==> config.mk <==
export PLATFORM = sky130hd
export DESIGN_NAME = dbg_link_master
export DESIGN_NICKNAME = d
export VERILOG_FILES = /design/src/rtl/dbg_link_pkg.sv /design/src/rtl/dbg_tick_gen.sv /design/src/rtl/dbg_shift_reg.sv /design/src/rtl/dbg_link_master.sv
export SDC_FILE = /design/constraint.sdc
export NUM_CORES = 1
export LEC_CHECK = 0
export BUFFER_PORTS_ARGS = -buffer_cell sky130_fd_sc_hd__buf_2
export CORE_ASPECT_RATIO = 2
export CORE_MARGIN = 5
export CORE_UTILIZATION = 58
export CTS_BUF_LIST = sky130_fd_sc_hd__clkbuf_4 sky130_fd_sc_hd__clkbuf_8
export DETAILED_ROUTE_END_ITERATION = 6
export GPL_TIMING_DRIVEN = 0
export MAX_ROUTING_LAYER = met4
export PLACE_DENSITY = 0.79
export RECOVER_POWER = 25
export SKIP_LAST_GASP = 1
export SLEW_MARGIN = 10
export SYNTH_ARGS = -nofsm -noshare
export SYNTH_HDL_FRONTEND = slang
export SYNTH_SLANG_ARGS = --single-unit
==> constraint.sdc <==
create_clock -name clk_i -period 2.55 [get_ports clk_i]
set_input_delay 0 -clock clk_i [delete_from_list [all_inputs] [get_ports clk_i]]
set_output_delay 0 -clock clk_i [all_outputs]
set_load 0.05 [all_outputs]
==> src/rtl/dbg_link_pkg.sv <==
package dbg_link_pkg;
  localparam int unsigned BYTE_W   = 8;
  localparam int unsigned MAX_ARGS = 3;
  localparam int unsigned FRAME_W  = BYTE_W * (MAX_ARGS + 1);
  localparam int unsigned ENTRY_LAST = 5;

  typedef enum logic [2:0] {
    ST_IDLE,
    ST_ENTRY,
    ST_TX,
    ST_TURN,
    ST_WAIT,
    ST_RX
  } link_state_e;
endpackage

==> src/rtl/dbg_tick_gen.sv <==
module dbg_tick_gen #(
  parameter int unsigned HALF_CYC = 4
) (
  input  logic clk_i,
  input  logic rst_ni,
  input  logic run_i,
  output logic tick_o
);
  localparam int unsigned CW = $clog2(HALF_CYC + 1);

  logic [CW-1:0] cnt_q;

  assign tick_o = run_i && (cnt_q == CW'(HALF_CYC - 1));

  always_ff @(posedge clk_i or negedge rst_ni) begin
    if (!rst_ni)                cnt_q <= '0;
    else if (!run_i || tick_o)  cnt_q <= '0;
    else                        cnt_q <= cnt_q + 1'b1;
  end
endmodule

==> src/rtl/dbg_shift_reg.sv <==
module dbg_shift_reg #(
  parameter int unsigned W = 32
) (
  input  logic         clk_i,
  input  logic         rst_ni,
  input  logic         load_i,
  input  logic [W-1:0] load_val_i,
  input  logic         shift_i,
  input  logic         ser_i,
  output logic         msb_o,
  output logic [7:0]   low_o
);
  logic [W-1:0] sr_q;

  always_ff @(posedge clk_i or negedge rst_ni) begin
    if (!rst_ni)      sr_q <= '0;
    else if (load_i)  sr_q <= load_val_i;
    else if (shift_i) sr_q <= {sr_q[W-2:0], ser_i};
  end

  assign msb_o = sr_q[W-1];
  assign low_o = sr_q[7:0];
endmodule

==> src/rtl/dbg_link_master.sv <==
module dbg_link_master
  import dbg_link_pkg::*;
#(
  parameter int unsigned HALF_CYC = 4,
  parameter int unsigned LOCK_BIT = 2
) (
  input  logic        clk_i,
  input  logic        rst_ni,
  input  logic        start_i,
  input  logic        entry_i,
  input  logic [7:0]  cmd_i,
  input  logic [1:0]  arg_cnt_i,
  input  logic [23:0] args_i,
  input  logic        resp_en_i,
  input  logic        status_i,
  output logic        busy_o,
  output logic        done_o,
  output logic [7:0]  resp_o,
  output logic        locked_o,
  output logic        dbg_clk_o,
  output logic        dbg_data_o,
  output logic        dbg_data_oe_o,
  input  logic        dbg_data_i,
  output logic        tgt_rst_no
);
  localparam int unsigned BCW = $clog2(FRAME_W);

  link_state_e    state_q;
  logic           ph_q;
  logic [BCW-1:0] bcnt_q;
  logic [2:0]     ecnt_q;
  logic [1:0]     nargs_q;
  logic           rsp_q, stat_q, done_q, lock_q;
  logic [7:0]     resp_q;

  logic           tick, accept, load, shift, ser_in, sr_msb;
  logic [7:0]     sr_low;
  logic [BCW-1:0] last_bit;

  assign accept   = (state_q == ST_IDLE) && start_i;
  assign load     = accept && !entry_i;
  assign shift    = tick && (((state_q == ST_TX) && ph_q) || ((state_q == ST_RX) && !ph_q));
  assign ser_in   = (state_q == ST_RX) && dbg_data_i;
  assign last_bit = BCW'({nargs_q, 3'b111});

  dbg_tick_gen #(.HALF_CYC(HALF_CYC)) u_tick (
    .clk_i  (clk_i),
    .rst_ni (rst_ni),
    .run_i  (state_q != ST_IDLE),
    .tick_o (tick)
  );

  dbg_shift_reg #(.W(FRAME_W)) u_sr (
    .clk_i      (clk_i),
    .rst_ni     (rst_ni),
    .load_i     (load),
    .load_val_i ({cmd_i, args_i}),
    .shift_i    (shift),
    .ser_i      (ser_in),
    .msb_o      (sr_msb),
    .low_o      (sr_low)
  );

  always_ff @(posedge clk_i or negedge rst_ni) begin
    if (!rst_ni) begin
      state_q <= ST_IDLE;
      ph_q    <= 1'b0;
      bcnt_q  <= '0;
      ecnt_q  <= '0;
      nargs_q <= '0;
      rsp_q   <= 1'b0;
      stat_q  <= 1'b0;
      done_q  <= 1'b0;
      lock_q  <= 1'b0;
      resp_q  <= '0;
    end else begin
      done_q <= 1'b0;
      unique case (state_q)
        ST_IDLE: if (start_i) begin
          state_q <= entry_i ? ST_ENTRY : ST_TX;
          ph_q    <= 1'b0;
          bcnt_q  <= '0;
          ecnt_q  <= '0;
          nargs_q <= arg_cnt_i;
          rsp_q   <= resp_en_i;
          stat_q  <= status_i;
        end
        ST_ENTRY: if (tick) begin
          if (ecnt_q == 3'(ENTRY_LAST)) begin
            state_q <= ST_IDLE;
            done_q  <= 1'b1;
          end else begin
            ecnt_q <= ecnt_q + 1'b1;
          end
        end
        ST_TX: if (tick) begin
          ph_q <= !ph_q;
          if (ph_q) begin
            if (bcnt_q == last_bit) begin
              bcnt_q <= '0;
              if (rsp_q) state_q <= ST_TURN;
              else begin
                state_q <= ST_IDLE;
                done_q  <= 1'b1;
              end
            end else begin
              bcnt_q <= bcnt_q + 1'b1;
            end
          end
        end
        ST_TURN: if (tick) state_q <= ST_WAIT;
        // target signals ready by pulling data low
        ST_WAIT: if (tick && !dbg_data_i) begin
          state_q <= ST_RX;
          ph_q    <= 1'b0;
        end
        ST_RX: if (tick) begin
          ph_q <= !ph_q;
          if (ph_q) begin
            if (bcnt_q == BCW'(7)) begin
              state_q <= ST_IDLE;
              done_q  <= 1'b1;
              resp_q  <= sr_low;
              if (stat_q) lock_q <= sr_low[LOCK_BIT];
            end else begin
              bcnt_q <= bcnt_q + 1'b1;
            end
          end
        end
        default: state_q <= ST_IDLE;
      endcase
    end
  end

  assign busy_o        = state_q != ST_IDLE;
  assign done_o        = done_q;
  assign resp_o        = resp_q;
  assign locked_o      = lock_q;
  assign dbg_clk_o     = (((state_q == ST_TX) || (state_q == ST_RX)) && !ph_q) ||
                         ((state_q == ST_ENTRY) && ((ecnt_q == 3'd1) || (ecnt_q == 3'd3)));
  assign dbg_data_oe_o = state_q == ST_TX;
  assign dbg_data_o    = (state_q == ST_TX) && sr_msb;
  assign tgt_rst_no    = !((state_q == ST_ENTRY) && (ecnt_q != 3'(ENTRY_LAST)));
endmodule

==> impl_metrics.json <==
{
  "die-width_um": 61.7,
  "worst_path_most_repeated_cell": "ha_1",
  "end_kind": "flop",
  "cts_buffers": 9,
  "synth_area_mm2": 0.00310,
  "fillCellCount": 357,
  "critPathLaunchType": "flop",
  "path_clk_slew_ns": 0.07,
  "clk_path_buf_depth": 2,
  "grt_pass1_vias": 3076,
  "synth_edf_count": 0,
  "htree_levels": 3,
  "postSynthRegisterBits": 61,
  "io_buffers": 55,
  "hpwl_um": 5380,
  "start_util": 0.598,
  "overflow": 0,
  "netlist_top_cells_count": "dfrtp_1, a21oi_1, nor2_1",
  "outcome": "complete, no violations",
  "synth_fp_nets": 332,
  "fin_skew_ns": 0.0123,
  "critPathKind": "reg -> reg",
  "yosys_warnings": 0,
  "hold_class": "in -> reg",
  "crit_family": "buffers and inverters",
  "core_area_mm2": 0.00518,
  "ys_seq_area_frac": 0.492,
  "ys_async_sr_fraction": 1.00,
  "worstSkewPairLatency_ns": 0.34,
  "cts.sinks": 61,
  "period_share": 0.921,
  "dieHeight_um": 113,
  "antenna_left": 0,
  "crit_chain": "ha_1 > ha_1 > clkbuf_2 > o21ai_4 > clkbuf_4 > nand2_1 > a31oi_1 > dlygate4sd3_1",
  "area_delta_synth_final_pct": 29.0,
  "nNetsFinal": 433,
  "antenna_found_initial": 0,
  "dpl_cell_area_mm2": 0.00345,
  "slowest_delay_ns": 0.56,
  "routed_via_density": 6.14,
  "avgRoutedWirePerCell_um": 18.5,
  "rsz0062_at_grt": "no",
  "grt_pass1_wl_um": 13600,
  "crit_required_ns": 2.83,
  "critPathMaxFanout": 10,
  "setup_viol": 0,
  "root_buffer": "clkbuf_8",
  "drcViolationCount": 0,
  "instances_no_fill": 449,
  "synth_top_flop_cell": "dfrtp_1",
  "cp_data_arrival_time_ns": 2.63,
  "fmax_mhz": 426,
  "final.setup.tns_ns": 0,
  "syn_avg_cell_area_um2": 10.8,
  "worst_slew_pin_slew_ns": 1.47,
  "critical_path_buf_inv_count": 3,
  "io_pins": 56,
  "drtPass1Iterations": 5,
  "power_density_mw_per_mm2": 497,
  "ys_top_cells_by_area": "dfrtp_1, mux2i_1, mux2_2, o22a_1, o21a_1",
  "wl_um": 8300,
  "dp.cells": 399,
  "gp_congestion": 0.966,
  "period_minus_slack_ns": 2.35,
  "hold_violations": 0,
  "grt.total_usage": 0.268,
  "cpMaxStageDelayCell": "dlygate4sd3_1",
  "die-area_mm2": 0.00700,
  "drt_iter0_drc": 215,
  "drv_cap": 0,
  "antenna_cells": 0,
  "rows": 37,
  "netlist.area_leader.share": 0.492,
  "relSlewSlack": 0.0179,
  "fin_area_mm2": 0.00400,
  "seq_area_mm2": 0.00153,
  "synth_cells": 286,
  "fin_util": 0.772,
  "drv_slew": 0,
  "leakagePower_nw": 1.98,
  "grt_start_max_net_pins": 62,
  "cts_tree": "yes",
  "synth.distinct_cells": 51,
  "yosysTopAreaCell": "dfrtp_1",
  "synth_most_common_cell": "dfrtp_1",
  "peakVddDrop_mv": 0.462,
  "multi_input_area_mm2": 0.00141,
  "drive_gt1_frac": 0.279,
  "num_vias": 2757
}
placed cells by master (no fill, tap or decap), types with 5 or more instances in the layout:
cell / n
nor2_1: 20
o21a_1: 16
inv_1: 13
o22a_1: 15
mux2i_1: 14
a31oi_1: 5
ha_1: 5
nand3_1: 7
buf_2: 60
nand2b_1: 5
a21oi_1: 21
clkbuf_8: 11
dfrtp_1: 61
mux2_2: 12
buf_4: 5
o21ai_0: 9
clkbuf_1: 5
nand2_1: 11
o22ai_1: 5
dlygate4sd3_1: 33
power breakdown:
| group | switching [W] | internal, W |
|---|---|---|
| logic | 0.0000469 | 0.0000652 |
| clock network | 0.000356 | 0.000533 |
| registers | 0.00000753 | 0.000979 |
metal layers:
| layer | share of wire | GRT usage |
|---|---|---|
| met4 | 0.047 | 0.176 |
| met5 | 0 | - |
| met2 | 0.56 | 0.456 |
| met1 | 0.34 | 0.268 |
| met3 | 0.045 | 0.0362 |
kinds of logic after synthesis:
| family | Yosys count | synth area share |
|---|---|---|
| compound gates | 91 | 0.209 |
| simple gates | 69 | 0.132 |
| flops | 61 | 0.492 |
| buf+inv | 32 | 0.0524 |
| mux | 26 | 0.0887 |
| fa+ha+maj | 5 | 0.0202 |
| xor+xnor | 2 | 0.00565 |
worst register-to-register path, cell delays in order (launching register included):
cell	delay [ns]
dfrtp_1	0.39
ha_1	0.20
ha_1	0.22
clkbuf_2	0.24
o21ai_4	0.17
clkbuf_4	0.30
nand2_1	0.08
a31oi_1	0.15
dlygate4sd3_1	0.56
path summary, 6_finish.rpt:
| check | end | cells after the start | from | slack (ns) |
|---|---|---|---|---|
| setup / recovery | u_sr.sr_q[0] | 8 | u_tick.cnt_q[0] | 0.20 |
| hold / removal | u_sr.sr_q[23] | 3 | args_i[23] | 0.0001 |
| setup reg to reg | u_sr.sr_q[0] | 8 | u_tick.cnt_q[0] | 0.20 |
| hold reg to reg | u_tick.cnt_q[0] | 1 | u_tick.cnt_q[0] | 0.45 |
| max in group asynchronous | u_sr.sr_q[12] | 2 | rst_ni | 1.11 |
| min in group asynchronous | ecnt_q[0] | 2 | rst_ni | 0.55 |
flip-flops by register name (all words and copies together), names as in the netlist:
register and flops:
locked_o 1, rsp_q 1, state_q 3, ph_q 1, stat_q 1, nargs_q 2, done_o 1, bcnt_q 5
u_tick.cnt_q 3, u_sr.sr_q 32, ecnt_q 3, resp_o 8
area by class of cell:
| class | count | share of cell area |
|---|---|---|
| Sequential cell | 61 | 0.381 |
| Multi-Input combinational cell | 193 | 0.353 |
| Timing Repair Buffer | 90 | 0.155 |
| Clock buffer | 14 | 0.0435 |
| Buffer | 19 | 0.0294 |
| Tap cell | 58 | 0.0181 |
| Inverter | 13 | 0.0122 |
| Clock inverter | 1 | 0.00750 |
metrics by stage:
step | hold WS [ns] | total power, W | worst slack, ns
after detailed placement | 0.121 | 0.00108 | 0.315
after CTS | 0.00143 | 0.00199 | 0.0498
after floorplan | -0.296 | 0.00102 | 0.710
after global placement | 0.200 | 0.00107 | 0.358
after global routing | 0.00122 | 0.00205 | 0.0846
final | 0.000125 | 0.00199 | 0.202
repair_timing:
item | 4_1_cts | 5_1_grt
hold buffers | 33 | 0
setup endpoints to repair | 0 | 1
gates resized for setup | 0 | 3
setup buffers | 0 | 2
hold endpoints to repair | 92 | 0
Power figures use the tool's default switching activity.
